==> config.mk <==
export PLATFORM = sky130hd
export DESIGN_NAME = lead_bit_counter
export DESIGN_NICKNAME = d
export VERILOG_FILES = /design/src/rtl/lcnt_pkg.sv /design/src/rtl/lcnt_byte_lzc.sv /design/src/rtl/lcnt_merge.sv /design/src/rtl/lcnt_partition.sv /design/src/rtl/lead_bit_counter.sv
export SDC_FILE = /design/constraint.sdc
export NUM_CORES = 1
export LEC_CHECK = 0
export BUFFER_PORTS_ARGS = -buffer_cell sky130_fd_sc_hd__buf_2
export CORE_ASPECT_RATIO = 1.5
export CORE_MARGIN = 1
export CORE_UTILIZATION = 30
export DETAILED_ROUTE_END_ITERATION = 16
export SLEW_MARGIN = 5
export SYNTH_ARGS = -nofsm -noshare
export SYNTH_HDL_FRONTEND = slang
export SYNTH_SLANG_ARGS = --single-unit
export TNS_END_PERCENT = 10
==> constraint.sdc <==
create_clock -name clk_i -period 0.8 [get_ports clk_i]
set_clock_uncertainty 0.05 [all_clocks]
set_input_delay 0.24 -clock clk_i [delete_from_list [all_inputs] [get_ports clk_i]]
set_output_delay 0.24 -clock clk_i [all_outputs]
set_load 0.02 [all_outputs]
==> src/rtl/lcnt_pkg.sv <==
package lcnt_pkg;

  typedef enum logic [1:0] {
    SZ_B = 2'd0,
    SZ_H = 2'd1,
    SZ_W = 2'd2,
    SZ_D = 2'd3
  } lane_sz_e;

  typedef struct packed {
    logic     legal;
    logic     ones;
    lane_sz_e sz;
  } op_dec_t;

  function automatic op_dec_t decode_op(input logic [4:0] op);
    op_dec_t d;
    d.legal = (op[4:3] == 2'b00);
    d.ones  = ~op[2];
    d.sz    = lane_sz_e'(op[1:0]);
    return d;
  endfunction

endpackage

==> src/rtl/lcnt_byte_lzc.sv <==
module lcnt_byte_lzc (
  input  logic [7:0] data_i,
  output logic [3:0] cnt_o
);

  always_comb begin
    cnt_o = 4'd8;
    for (int b = 0; b < 8; b++) begin
      if (data_i[b]) cnt_o = 4'(7 - b);
    end
  end

endmodule

==> src/rtl/lcnt_merge.sv <==
module lcnt_merge #(
  parameter int CW = 4
) (
  input  logic [CW-1:0] hi_i,
  input  logic [CW-1:0] lo_i,
  output logic [CW:0]   cnt_o
);

  // MSB of a count is set only when its half was all zero
  assign cnt_o = hi_i[CW-1] ? ({1'b0, hi_i} + {1'b0, lo_i}) : {1'b0, hi_i};

endmodule

==> src/rtl/lcnt_partition.sv <==
module lcnt_partition
  import lcnt_pkg::*;
#(
  parameter int DATA_W = 256
) (
  input  logic [DATA_W-1:0] vec_i,
  input  lane_sz_e          sz_i,
  output logic [DATA_W-1:0] cnt_o
);

  localparam int NB = DATA_W / 8;
  localparam int NH = NB / 2;
  localparam int NW = NB / 4;
  localparam int ND = NB / 8;

  logic [3:0] c8  [NB];
  logic [4:0] c16 [NH];
  logic [5:0] c32 [NW];
  logic [6:0] c64 [ND];

  for (genvar i = 0; i < NB; i++) begin : g_byte
    lcnt_byte_lzc u_lzc (.data_i(vec_i[8*i +: 8]), .cnt_o(c8[i]));
  end

  for (genvar i = 0; i < NH; i++) begin : g_half
    lcnt_merge #(.CW(4)) u_m (.hi_i(c8[2*i+1]), .lo_i(c8[2*i]), .cnt_o(c16[i]));
  end

  for (genvar i = 0; i < NW; i++) begin : g_word
    lcnt_merge #(.CW(5)) u_m (.hi_i(c16[2*i+1]), .lo_i(c16[2*i]), .cnt_o(c32[i]));
  end

  for (genvar i = 0; i < ND; i++) begin : g_dword
    lcnt_merge #(.CW(6)) u_m (.hi_i(c32[2*i+1]), .lo_i(c32[2*i]), .cnt_o(c64[i]));
  end

  // Count lands in the lowest byte of its lane; upper bytes are cleared
  for (genvar b = 0; b < NB; b++) begin : g_out
    logic [7:0] ob, oh, ow, od;
    assign ob = {4'b0, c8[b]};
    if (b % 2 == 0) begin : g_h
      assign oh = {3'b0, c16[b/2]};
    end else begin : g_hz
      assign oh = '0;
    end
    if (b % 4 == 0) begin : g_w
      assign ow = {2'b0, c32[b/4]};
    end else begin : g_wz
      assign ow = '0;
    end
    if (b % 8 == 0) begin : g_d
      assign od = {1'b0, c64[b/8]};
    end else begin : g_dz
      assign od = '0;
    end
    always_comb begin
      unique case (sz_i)
        SZ_B:    cnt_o[8*b +: 8] = ob;
        SZ_H:    cnt_o[8*b +: 8] = oh;
        SZ_W:    cnt_o[8*b +: 8] = ow;
        default: cnt_o[8*b +: 8] = od;
      endcase
    end
  end

endmodule

==> src/rtl/lead_bit_counter.sv <==
module lead_bit_counter
  import lcnt_pkg::*;
#(
  parameter int DATA_W = 256,
  parameter int OP_W   = 5
) (
  input  logic              clk_i,
  input  logic              rst_ni,
  input  logic              valid_i,
  input  logic [OP_W-1:0]   minor_op_i,
  input  logic [DATA_W-1:0] src_i,
  output logic              valid_o,
  output logic              illegal_o,
  output logic [DATA_W-1:0] result_o
);

  localparam int NB = DATA_W / 8;

  op_dec_t           dec;
  logic [DATA_W-1:0] cnt_src;
  logic [DATA_W-1:0] cnt_vec;
  logic [DATA_W-1:0] result_q;
  logic              valid_q, illegal_q;

  assign dec     = decode_op(minor_op_i[4:0]);
  assign cnt_src = src_i ^ {DATA_W{dec.ones}};

  lcnt_partition #(.DATA_W(DATA_W)) u_part (
    .vec_i (cnt_src),
    .sz_i  (dec.sz),
    .cnt_o (cnt_vec)
  );

  always_ff @(posedge clk_i or negedge rst_ni) begin
    if (!rst_ni) begin
      result_q  <= '0;
      valid_q   <= 1'b0;
      illegal_q <= 1'b0;
    end else begin
      valid_q   <= valid_i & dec.legal;
      illegal_q <= valid_i & ~dec.legal;
      if (valid_i && dec.legal) result_q <= cnt_vec;
    end
  end

  assign result_o  = result_q;
  assign valid_o   = valid_q;
  assign illegal_o = illegal_q;

  p_valid_latency_r6: assert property (@(posedge clk_i) disable iff (!rst_ni)
    (valid_i && minor_op_i < 5'd8) |=> (valid_o && !illegal_o));

  p_illegal_hold_r5: assert property (@(posedge clk_i) disable iff (!rst_ni)
    (valid_i && minor_op_i >= 5'd8) |=> (illegal_o && !valid_o && $stable(result_o)));

  p_idle_hold_r8: assert property (@(posedge clk_i) disable iff (!rst_ni)
    !valid_i |=> (!valid_o && !illegal_o && $stable(result_o)));

  p_flags_excl_r5: assert property (@(posedge clk_i) disable iff (!rst_ni)
    !(valid_o && illegal_o));

  p_zero_full_r3: assert property (@(posedge clk_i) disable iff (!rst_ni)
    (valid_i && minor_op_i == 5'd4 && src_i == '0) |=> (result_o == {NB{8'd8}}));

  p_ones_full_r3: assert property (@(posedge clk_i) disable iff (!rst_ni)
    (valid_i && minor_op_i == 5'd0 && src_i == '1) |=> (result_o == {NB{8'd8}}));

endmodule

==> results.sh <==
export IMPL_status="finished, violations left"
export IMPL_cts_made_buffers=17
export IMPL_clk_latency_ns=0.47
export IMPL_die_w_um=202
export IMPL_ys_ff_latch=158
export IMPL_critPathSlowestCell="mux4_2"
export IMPL_required_ns=1.11
export IMPL_p_sw_w=0.0111
export IMPL_post_drt_wl_per_cell_um=18.6
export IMPL_clock_sinks=158
export IMPL_die_height_um=302
export IMPL_postLayoutCoreUtil_pct=53.7
export IMPL_powerDensity_nw_per_um2=970
export IMPL_netlist_area_sq_um=18000
export IMPL_synthTopCellsByArea="dfrtp_1 22%, ha_1 8.7%, a21oi_1 6.0%, nor2_1 5.5%, o21ai_0 5.1%"
export IMPL_final_net_count=4026
export IMPL_setup_ws_ns=-3.53
export IMPL_cp_arrival_ns=4.65
export IMPL_cpPeakStageDelay_ns=0.45
export IMPL_cts_tree="yes"
export IMPL_leakagePower_nw=15.9
export IMPL_detail_route_antenna_nets=0
export IMPL_tightest_slew_ns=0.507
export IMPL_maxSlewViolCount=0
export IMPL_htreeDepth=4
export IMPL_ir_worst_vdd_uv=871
export IMPL_finalSetupViolCount=314
export IMPL_seq_area_sq_um=3960
export IMPL_synthArstFlopShare_pct=100
export IMPL_yosysMostFrequentCell="nor2_1"
export IMPL_period_needed_ns=4.33
export IMPL_hpwl_um=59900
export IMPL_fin_area_sq_um=31700
export IMPL_placed_area_sq_um=26200
export IMPL_fmax_mhz=231
export IMPL_grt_pass1_wl_um=118000
export IMPL_synth_edf_count=0
export IMPL_antenna_found_initial=14
export IMPL_vias_per_cell=5.12
export IMPL_crit_path_start_kind="input port"
export IMPL_crit_path_max_fanout=4
export IMPL_multi_input_area_sq_um=15700
export IMPL_routed_wl_um=81800
export IMPL_dieArea_sq_um=60900
export IMPL_overflow=0
export IMPL_ios=522
export IMPL_synth_commonest_cells="262 x nor2_1, 240 x nand2_1, 217 x a21oi_1"
export IMPL_post_route_period_util_pct=541
export IMPL_rsz0062_at_grt="yes"
export IMPL_switching_share_pct=36.2
export IMPL_final_hold_viol_count=0
export IMPL_synthDistinctLibCells=83
export IMPL_violations="setup timing"
export IMPL_first_global_vias=22200
export IMPL_dr_total_vias=22600
export IMPL_synth_top_area_share_pct=22.0
export IMPL_p_comb_share_pct=42.3
export IMPL_drtPass1Iterations=8
export IMPL_drv_cap=0
export IMPL_clockPowerShare_pct=29.4
export IMPL_pwr_share_seq_pct=28.3
export IMPL_synth_top_cell_by_area="dfrtp_1"
export IMPL_crit_path_frequent_cell="buf_4"
export IMPL_gp_congestion=0.916
export IMPL_grt_start_max_net_pins=41
export IMPL_p_int_w=0.0196
export IMPL_yosysWarningCount=0
export IMPL_path_clk_slew_ns=0.08
export IMPL_clock_root_buffer="clkbuf_16"
export IMPL_synthToLayoutAreaGrowth_pct=76.5
export IMPL_synth_avg_cell_area_sq_um=7.58
export IMPL_worstHoldPathType="in -> reg"
export IMPL_core_sq_um=59100
export IMPL_synth_cells=2370
export IMPL_layout_drive_gt1_share_pct=51.9
export IMPL_slew_headroom_pct=65.9
export IMPL_ys_seq_area_share_pct=22.0
export IMPL_crit_type="in -> reg"
export IMPL_initial_core_util_pct=30.4
export IMPL_io_buffer_count=421
export IMPL_drtIter0Drc=856
export IMPL_fillCellCount=5283
export IMPL_crit_chain="buf_16 -> buf_12 -> buf_12 -> nor2b_1 -> buf_4 -> a2bb2oi_4 -> a21boi_1 -> o21ai_1 -> o21ai_1 -> buf_4 -> ha_4 -> fa_1 -> a21oi_2 -> buf_6 -> fa_2 -> mux2i_2 -> buf_4 -> ha_4 -> a21o_1 -> a21oi_2 -> xnor2_1 -> a21oi_1 -> mux4_2 -> mux2_2"
export IMPL_clockBufferDepth=2
export IMPL_end_kind="register"
export IMPL_rows=109
export IMPL_synth_top_flop_cell="dfrtp_1"
export IMPL_drc_errors=0
export IMPL_grt_util_all_layers_pct=25.0
## repair_timing
| item | 4_1_cts | 5_1_grt |
|---|---|---|
| endpoints found under the hold margin | 158 | 0 |
| gates cloned | 3 | 4 |
| resized for setup | 341 | 425 |
| endpoints found under the setup margin | 314 | 317 |
| setup buffers | 135 | 66 |
| hold buffers | 1 | 0 |
| pin swaps | 159 | 215 |
## layer usage
| metal | global-route usage (%) | up-vias | share of wire (%) |
|---|---|---|---|
| met2 | 46.7 | 761 | 52 |
| li1 | - | 10800 | - |
| met5 | 0 | - | 0.053 |
| met1 | 26.3 | 10700 | 37 |
| met3 | 4.58 | 235 | 5.4 |
| met4 | 13.7 | 8 | 5.7 |
## final cells by class
class                      instances  share of cell area [%]
inverter                         137                    1.68
antenna                            9                  0.0711
timing repair buffer            1309                    31.3
clock buffer                      22                    1.56
sequential                       158                    12.5
clock inverter                    10                   0.395
multi-input combinational       1987                    49.5
tap                              777                    3.07
## flip-flops by register name (all words and copies together) (netlist names)
signal,cells
result_o,156
illegal_o,1
valid_o,1
## per-stage QoR
stage | total power [W] | worst slack, ns | TNS [ns] | instances | hold WS [ns]
6_report | 0.0307 | -3.53 | -346.12 | 4409 | 0.0756
5_1_grt | 0.0323 | -3.70 | -364.87 | 4405 | 0.0896
4_1_cts | 0.0295 | -3.40 | -335.45 | 4338 | 0.0636
3_5_place_dp | 0.0191 | -4.26 | -364.47 | 4174 | 0.0624
3_3_place_gp | 0.0190 | -4.14 | -360.01 | 4174 | 0.0647
2_1_floorplan | 0.0141 | -3.93 | -299.23 | 2469 | -0.106
## path summary, 6_finish.rpt
check | start | end | slack (ns) | cells after the start
worst min register to register | result_o[193] | result_o[193] | 0.42 | 2
min in group asynchronous | rst_ni | result_o[130] | 0.15 | 2
max in group asynchronous | rst_ni | result_o[40] | 0.05 | 3
worst min-delay path | valid_i | illegal_o | 0.08 | 3
worst max-delay path | minor_op_i[2] | result_o[131] | -3.53 | 24
worst max register to register | result_o[197] | result_o[197] | -0.13 | 3
## layout by cell type, fill, tap and decap left out, types with 19 or more instances in the layout
cell type	synthesis	layout
a21o_1	58	57
a21oi_1	217	117
a21oi_2	0	86
a22o_1	62	62
a31oi_1	54	41
buf_12	0	36
buf_2	10	395
buf_4	100	760
buf_6	1	101
clkbuf_16	0	21
conb_1	1	100
dfrtp_1	158	157
ha_1	125	71
ha_4	0	43
inv_1	131	110
inv_2	5	19
mux2_2	45	29
mux2i_1	49	39
nand2_1	240	232
nand3_1	56	40
nor2_1	262	226
nor2_2	1	29
nor2b_1	44	33
nor3_1	68	44
o21ai_0	183	102
o21ai_1	6	64
o21ai_2	0	21
o21bai_1	34	32
xnor2_1	46	35
## cells by family after synthesis
| group | Yosys count | share of synthesized area [%] |
|---|---|---|
| compound gates | 782 | 27.5 |
| simple gates | 780 | 19.7 |
| buf+inv | 324 | 8.98 |
| flops | 158 | 22.0 |
| fa+ha+maj | 154 | 11.8 |
| mux | 103 | 6.58 |
| xor+xnor | 68 | 3.32 |
| other cells | 1 | 0.0209 |
## worst max-delay path: cells and delay by family
kind | cells | cell delay, ns
AO/OA/AOI/OAI | 8 | 1.05
XOR/XNOR | 1 | 0.15
adder cells (fa/ha/maj) | 4 | 1.20
buffers and inverters | 7 | 0.96
multiplexers | 3 | 0.92
AND/OR/NAND/NOR | 1 | 0.10
## power groups by stage
stage / combinational (W) / clock [W] / sequential, W
floorplan: 0.00477 / 0 / 0.00932
global placement: 0.0102 / 0 / 0.00884
detailed placement: 0.0103 / 0 / 0.00884
CTS: 0.0116 / 0.00926 / 0.00869
global route: 0.0140 / 0.00949 / 0.00875
finish: 0.0130 / 0.00904 / 0.00871
Note: power is estimated with default switching activity, not from simulation.
